**src/rtl/sqrt_odd_pkg.sv**
```systemverilog
package sqrt_odd_pkg;
  // Default operand width; the root is half as wide.
  parameter int unsigned DEF_OP_W = 32;

  // Width of the running square: one guard bit above the operand.
  function automatic int unsigned sq_width(input int unsigned op_w);
    return op_w + 1;
  endfunction

  // Width of the odd step: it reaches 2*max_root+1.
  function automatic int unsigned odd_width(input int unsigned op_w);
    return op_w / 2 + 1;
  endfunction
endpackage

```
**src/rtl/sqrt_odd_acc.sv**
```systemverilog
module sqrt_odd_acc
  import sqrt_odd_pkg::*;
#(
  parameter int unsigned OP_W = DEF_OP_W
) (
  input  logic                clk,
  input  logic                rst_n,
  input  logic                load,
  input  logic                step_en,
  input  logic [OP_W-1:0]     op_in,
  output logic                fit,
  output logic [OP_W/2-1:0]   root,
  output logic [OP_W-1:0]     op_held
);
  localparam int unsigned ROOT_W = OP_W / 2;
  localparam int unsigned SQ_W   = sq_width(OP_W);
  localparam int unsigned ODD_W  = odd_width(OP_W);

  logic [OP_W-1:0]   op_q;
  logic [ROOT_W-1:0] root_q;
  logic [ODD_W-1:0]  odd_q;
  logic [SQ_W-1:0]   sq_q;

  logic [OP_W-1:0]   src_op;
  logic [ROOT_W-1:0] src_root;
  logic [ODD_W-1:0]  src_odd;
  logic [SQ_W-1:0]   src_sq;
  logic [ODD_W-1:0]  nxt_odd;
  logic [SQ_W-1:0]   nxt_sq;

  // On load the first candidate square (1) is tested against the new operand.
  always_comb begin
    if (load) begin
      src_op   = op_in;
      src_root = '0;
      src_odd  = ODD_W'(1);
      src_sq   = SQ_W'(1);
    end else begin
      src_op   = op_q;
      src_root = root_q;
      src_odd  = odd_q;
      src_sq   = sq_q;
    end
    nxt_odd = src_odd + ODD_W'(2);
    nxt_sq  = src_sq + SQ_W'(nxt_odd);
  end

  // Guard bit keeps the square above any operand once it passes the range.
  assign fit = ({1'b0, src_op} >= src_sq);

  always_ff @(posedge clk) begin
    if (!rst_n) begin
      op_q   <= '0;
      root_q <= '0;
      odd_q  <= '0;
      sq_q   <= '0;
    end else if (load || step_en) begin
      op_q <= src_op;
      if (fit) begin
        root_q <= src_root + ROOT_W'(1);
        odd_q  <= nxt_odd;
        sq_q   <= nxt_sq;
      end else begin
        root_q <= src_root;
      end
    end
  end

  assign root    = root_q;
  assign op_held = op_q;
endmodule

```
**src/rtl/sqrt_odd_seq.sv**
```systemverilog
module sqrt_odd_seq (
  input  logic clk,
  input  logic rst_n,
  input  logic in_valid,
  input  logic fit,
  output logic in_ready,
  output logic load,
  output logic step_en,
  output logic done
);
  logic busy_q;
  logic done_q;
  logic active;

  assign in_ready = !busy_q;
  assign load     = in_valid && !busy_q;
  assign step_en  = busy_q;
  assign active   = load || busy_q;

  always_ff @(posedge clk) begin
    if (!rst_n) begin
      busy_q <= 1'b0;
      done_q <= 1'b0;
    end else begin
      busy_q <= active && fit;
      done_q <= active && !fit;
    end
  end

  assign done = done_q;
endmodule

```
**src/rtl/sqrt_odd_isqrt.sv**
```systemverilog
module sqrt_odd_isqrt
  import sqrt_odd_pkg::*;
#(
  parameter int unsigned OP_W = DEF_OP_W
) (
  input  logic                clk,
  input  logic                rst_n,
  input  logic                in_valid,
  output logic                in_ready,
  input  logic [OP_W-1:0]     in_data,
  output logic                out_valid,
  output logic [OP_W/2-1:0]   out_root
);
  logic            load;
  logic            step_en;
  logic            fit;
  logic [OP_W-1:0] held_op;

  sqrt_odd_seq u_seq (
    .clk      (clk),
    .rst_n    (rst_n),
    .in_valid (in_valid),
    .fit      (fit),
    .in_ready (in_ready),
    .load     (load),
    .step_en  (step_en),
    .done     (out_valid)
  );

  sqrt_odd_acc #(.OP_W(OP_W)) u_acc (
    .clk     (clk),
    .rst_n   (rst_n),
    .load    (load),
    .step_en (step_en),
    .op_in   (in_data),
    .fit     (fit),
    .root    (out_root),
    .op_held (held_op)
  );
endmodule

```
**config.mk**
```make
export PLATFORM = sky130hd
export DESIGN_NAME = sqrt_odd_isqrt
export DESIGN_NICKNAME = d
export VERILOG_FILES = /design/src/rtl/sqrt_odd_pkg.sv /design/src/rtl/sqrt_odd_acc.sv /design/src/rtl/sqrt_odd_seq.sv /design/src/rtl/sqrt_odd_isqrt.sv
export SDC_FILE = /design/constraint.sdc
export NUM_CORES = 1
export LEC_CHECK = 0
export ABC_AREA = 1
export BUFFER_PORTS_ARGS = -buffer_cell sky130_fd_sc_hd__buf_2
export CAP_MARGIN = 20
export CORE_MARGIN = 2
export CORE_UTILIZATION = 65
export CTS_CLUSTER_DIAMETER = 200
export DETAILED_ROUTE_END_ITERATION = 12
export GPL_TIMING_DRIVEN = 0
export PLACE_DENSITY = 0.85
export SYNTH_ARGS = -nofsm -noshare
export SYNTH_HDL_FRONTEND = slang
export SYNTH_SLANG_ARGS = --single-unit
export TNS_END_PERCENT = 100
```
**constraint.sdc**
```tcl
create_clock -name clk -period 11.4 [get_ports clk]
set_clock_uncertainty 0.1 [all_clocks]
set_input_delay 1.14 -clock clk [delete_from_list [all_inputs] [get_ports clk]]
set_output_delay 1.14 -clock clk [all_outputs]
set_load 0.05 [all_outputs]
```
# Word level (Yosys, flattened, before mapping)
# Cells that the tools add are included.
[totals] ff_bits=100 in_bits=35 out_inout_bits=18 elab_cells=22
[op_classes] add_sub_neg=3 n_lt_le_gt_ge=1 mux=5 n_reduce_logical=7
[op_table] cell="$add A33 B17 Y33" n=1
[op_table] cell="$ge A32 B33 Y1" n=1
[op_table] cell="$mux W33" n=1
[op_table] cell="$mux W16" n=2
[op_table] cell="$mux W32" n=1
[op_table] cell="$add A17 B2 Y17 const B" n=1
[op_table] cell="$mux W17" n=1
[op_table] cell="$add A16 B1 Y16 const B" n=1
[op_table] cell="$logic_and A1 B1 Y1" n=3
[op_table] cell="$logic_not A1 Y1" n=2
[op_table] cell="$reduce_and A2 Y1" n=1
[op_table] cell="$logic_or A1 B1 Y1" n=1

# Depth between registers and ports, before layout
[depth] ltp_word=6 mapped_depth=26 ltp_nobuf=23

# Hierarchy
# From an unflattened synthesis, not the netlist that was laid out.
[unflattened] hier_cells=1031 area_unflattened_um2=6817.8
[by_module_without_submodules] mod="sqrt_odd_acc" n_inst=1 cells_per_inst=1020 area_each_um2=6739.0 seq_area_each_um2=1961.9
[by_module_without_submodules] mod="sqrt_odd_seq" n_inst=1 cells_per_inst=11 area_each_um2=78.8 seq_area_each_um2=40.0

# Worst setup path after synthesis
# Ideal clock, no wire load.
[synth_timing] kind="input -> register" start="input in_valid" end="register u_acc.sq_q[21]" setup_time_ns=0.119 arrival_ns=4.461 t_required_ns=11.181 slack_ns=6.719 stages=25 path_buffers=4 cell_sequence="inv_1 nor2_2 buf_2 buf_2 buf_2 buf_2 nor2_1 ha_1 nand3_1 nor2_2 nand2_1 nor3_1 xnor2_1 ha_1 nand2_1 nor2_1 nand4_1 o21ai_0 nand3_1 nand2_1 inv_1 nor2_1 nand2_1 o21ai_0 a21oi_1"
[synth_between] elab_chain_cells=4 elab_cells_between_ends=9 cone_classes="add/sub: 2; order compare: 1; mux: 3; reduce/logical: 3"
[synth_lines] element="start: declaration" line_no="sqrt_odd_isqrt.sv:8" source="input logic in_valid,"
[synth_lines] element="$logic_and A1 B1 Y1" line_no="sqrt_odd_seq.sv:16" source="assign load = in_valid && !busy_q;"
[synth_lines] element="$mux W17" line_no="sqrt_odd_acc.sv:33" source="if (load) begin"
[synth_lines] element="$add A17 B2 Y17" line_no="sqrt_odd_acc.sv:44" source="nxt_odd = src_odd + ODD_W'(2);"
[synth_lines] element="net u_acc.nxt_odd[11]" line_no="sqrt_odd_acc.sv:28" source="logic [ODD_W-1:0] nxt_odd;"
[synth_lines] element="$add A33 B17 Y33" line_no="sqrt_odd_acc.sv:45" source="nxt_sq = src_sq + SQ_W'(nxt_odd);"
[synth_lines] element="end signal: assignment" line_no="sqrt_odd_acc.sv:62" source="sq_q <= nxt_sq;"
[synth_lines] element="end: declaration" line_no="sqrt_odd_acc.sv:22" source="logic [SQ_W-1:0] sq_q;"
# The timed path passes the listed nets, and every way through them passes these cells.
# A chain may end at the register's enable or synchronous reset.

# Worst setup path in the final report
# Ends and elaborated chain as after synthesis.

==> reports/qor.yml <==
clock_tree:
  cts.sinks: 100
  clk_latency_ns: 0.38
  cts_resized: 0
  clkTransAtPathRegs_ns: 0.10
  cts_made_buffers: 9
  cts_max_level: 3
  clock_tree.root_cell: "clkbuf_8"
  cts_tree: "done"
  cts-root-to-sink-buffers: 2
  cts_setup_buffers: 0
  ctsHoldBuffers: 0
place:
  dp_worst_setup_slack_ns: 5.201
  portBuffers: 52
  post_dp_cell_area_um2: 7207
  dp.cells: 1217
  dp_hpwl_um: 13940
  gp_congestion: 1.002
synthesis:
  synth-async-reset-ratio_pct: 0
  avgSynthCellArea_um2: 6.586
  synth_cells: 1029
  synth-seq-cells: 100
  synthTopCellsByCount: "nand2_1 (172), inv_1 (171), nor2_1 (149)"
  mappedNetlistArea_um2: 6776
  yosysUniqueCellTypes: 47
  yosysWarnings: 0
  synth_area_leaders: "dfxtp_1 (30%), nand2_1 (9.5%), inv_1 (9.5%), ha_1 (9.4%), nor2_1 (8.3%)"
  ys_seq_area_share_pct: 29.54
  synth_top_area_share_pct: 29.54
  synthFlopType: "dfxtp_1"
  synth_top_area_cell: "dfxtp_1"
  yosysMostFrequentCell: "nand2_1"
  synth_fp_nets: 1116
  synth_enable_flop_cells: 0
setup_path:
  cp_max_fo: 10
  cp.arrival_ns: 6.12
  crit_path_end: "u_acc.sq_q[21]$_SDFFE_PN0P_"
  reg2reg_from: "u_seq.step_en$_SDFF_PN0_"
  critPathCaptureType: "flop"
  required_ns: 11.58
  crit_type: "input pin to flop"
  startpoint: "in_valid"
  reg2reg_slack_ns: 6.02
  r2r-end: "u_acc.sq_q[21]$_SDFFE_PN0P_"
  rr_worst_depth: 24
  critPathLaunchType: "input pin"
route:
  route.vias.total: 6755
  first_pass_iters: 6
  drt_wl_total_um: 18290
  wire_per_inst_um: 14.85
  route.detailed.drc: 0
  drt_iter0_markers: 680
  via_per_inst: 5.483
  ant_nets: 0
cells_and_area:
  multi_input_area_um2: 3941
  num-nets-final: 1179
  final-instance-count-excl-fill: 1232
  fin_area_um2: 7376
  syn_to_final_growth_pct: 8.844
  seqCellArea_um2: 2002
  fillCellCount: 882
  layout-drive-gt1-share_pct: 11.31
  diodes: 0
sta:
  slew_viol_final: 0
  max_slew.worst_pin.slew_ns: 0.7436
  fin_hold_ws_ns: 0.3615
  finalSetupViolations: 0
  layout_min_cycle_time_ns: 5.947
  setup_slack_ns: 5.453
  clock.fmax_mhz: 168.2
  hold_viol_final: 0
  relSlewSlack_pct: 50.43
  setup_tns_ns: 0
  rsz0062_at_grt: "no"
  finalCritPeriodShare_pct: 52.17
die:
  start_util_pct: 66.23
  num_io_pins: 53
  rows: 37
  die_area_um2: 11260
  core_area_um2: 10230
  die_h_um: 106.1
  die_x_um: 106.1
grt:
  antenna_found_initial: 0
  grt_max_degree: 15
  grt_pass1_vias: 6211
  grt-ovfl-total: 0
  grtUsageTotal_pct: 33.06
  grt_pass1_wl_um: 29460
power_and_ir_drop:
  peakVddDrop_mv: 0.06862
  power_frac_clock_pct: 22.2
  comb_power_share_pct: 36.2
  p_per_area_nw_per_um2: 129.8
  switching_share_pct: 38.03
  internal_power_w: 0.0005934
  leakage_nw: 3.354
  power_frac_seq_pct: 41.7
  p_sw_w: 0.0003642
worst_hold_path:
  hold_path_class: "flop to flop"
outcome:
  status: "finished clean"
flow_run:
  maxCapViolCount: 0
[critical path, cell delays in order]
cell and delay, ns:
buf_2 0.13, inv_1 0.06, nor2_2 0.48, buf_2 0.41, buf_2 0.36, buf_2 0.33
buf_2 0.31, nor2_1 0.08, ha_1 0.21, nand3_1 0.13, nor2_2 0.08, nand2_1 0.11
nor3_1 0.08, xnor2_1 0.17, ha_1 0.40, nand2_1 0.13, nor2_1 0.17, nand4_1 0.10
o21ai_0 0.44, nand3_1 0.12, nand2_1 0.11, inv_1 0.07, nor2_1 0.17, nand2_1 0.10
o21ai_0 0.16, a21oi_1 0.05
[placed cells by master, fill, tap and decap left out, drive strengths merged, types with 2 or more instances in the layout]
cell    synthesis  routed
or2            17      17
ha             51      51
and3            3       3
nand3          36      36
nor4            9       9
a21oi          73      73
nand2         179     179
xor2           21      21
inv           173     173
o21ai          93      93
nor2          154     154
a22oi           2       2
clkinv          0       2
nand4          26      26
o21a            2       2
dfxtp         100     100
o21bai          2       2
nor3           24      24
clkbuf         16      29
a31oi           3       3
xnor2          12      12
nand3b          2       2
buf            19      71
[through the flow]
stage          util, %  total power, W
6_report         72.09       0.0009577
3_3_place_gp     70.44       0.0007351
2_1_floorplan        -       0.0006540
3_5_place_dp     70.44       0.0007421
5_1_grt          72.09        0.001013
4_1_cts          72.09       0.0009498
[metal layers]
layer | wire length, um | up-vias | track usage [%]
met1 | 8267 | 2979 | 45.75
met2 | 7800 | 314 | 51.69
met5 | 0 | - | 0
met4 | 544 | 0 | 12.97
met3 | 1680 | 36 | 5.212
li1 | - | 3426 | -
[logic make-up (layout without fill, tap and decap cells)]
group	count (synthesis)	after routing	synth area share, %
XOR/XNOR	33	33	4.265
adder cells (fa/ha/maj)	52	52	9.712
AO/OA/AOI/OAI	183	183	14.22
buffers and inverters	208	275	12.30
AND/OR/NAND/NOR	452	452	29.82
flip-flops	100	100	29.54
multiplexers	1	1	0.1477
[state kept, by name, summed over array words and instances, names as in the netlist]
register       cells
u_acc.sq_q        33
u_acc.op_held     32
u_acc.odd_q       17
u_acc.root        16
u_seq.done         1
u_seq.step_en      1
[power by group through the flow]
stage	logic [W]	registers [W]	clock network, W
after floorplan	0.000245	0.000409	0
after global placement	0.000330	0.000405	0
after detailed placement	0.000336	0.000406	0
after CTS	0.000339	0.000398	0.000213
after global routing	0.000386	0.000402	0.000225
final	0.000346	0.000399	0.000212
[layout make-up]
class / count / share of cell area (%)
buffer: 35 / 2.494
clock buffer: 13 / 2.154
clock inverter: 2 / 0.1357
inverter: 173 / 8.804
multi-input combinational: 721 / 53.44
sequential: 100 / 27.14
tap: 136 / 2.307
timing repair buffer: 52 / 3.528
[how the worst min path moves through the flow]
stage,slack (ns),end,from,cells past startpoint
after detailed placement,0.35,u_acc.sq_q[8]$_SDFFE_PN0P_,u_acc.sq_q[8]$_SDFFE_PN0P_,2
after CTS,0.36,u_acc.sq_q[8]$_SDFFE_PN0P_,u_acc.sq_q[8]$_SDFFE_PN0P_,2
after global routing,0.38,u_acc.sq_q[8]$_SDFFE_PN0P_,u_acc.sq_q[8]$_SDFFE_PN0P_,2
after floorplan,0.33,u_acc.sq_q[10]$_SDFFE_PN0P_,u_acc.sq_q[10]$_SDFFE_PN0P_,2
final,0.36,u_acc.sq_q[7]$_SDFFE_PN0P_,u_acc.sq_q[7]$_SDFFE_PN0P_,2
after global placement,0.34,u_acc.sq_q[6]$_SDFFE_PN0P_,u_acc.sq_q[6]$_SDFFE_PN0P_,2
No activity file was read; power rests on OpenSTA's default activity.
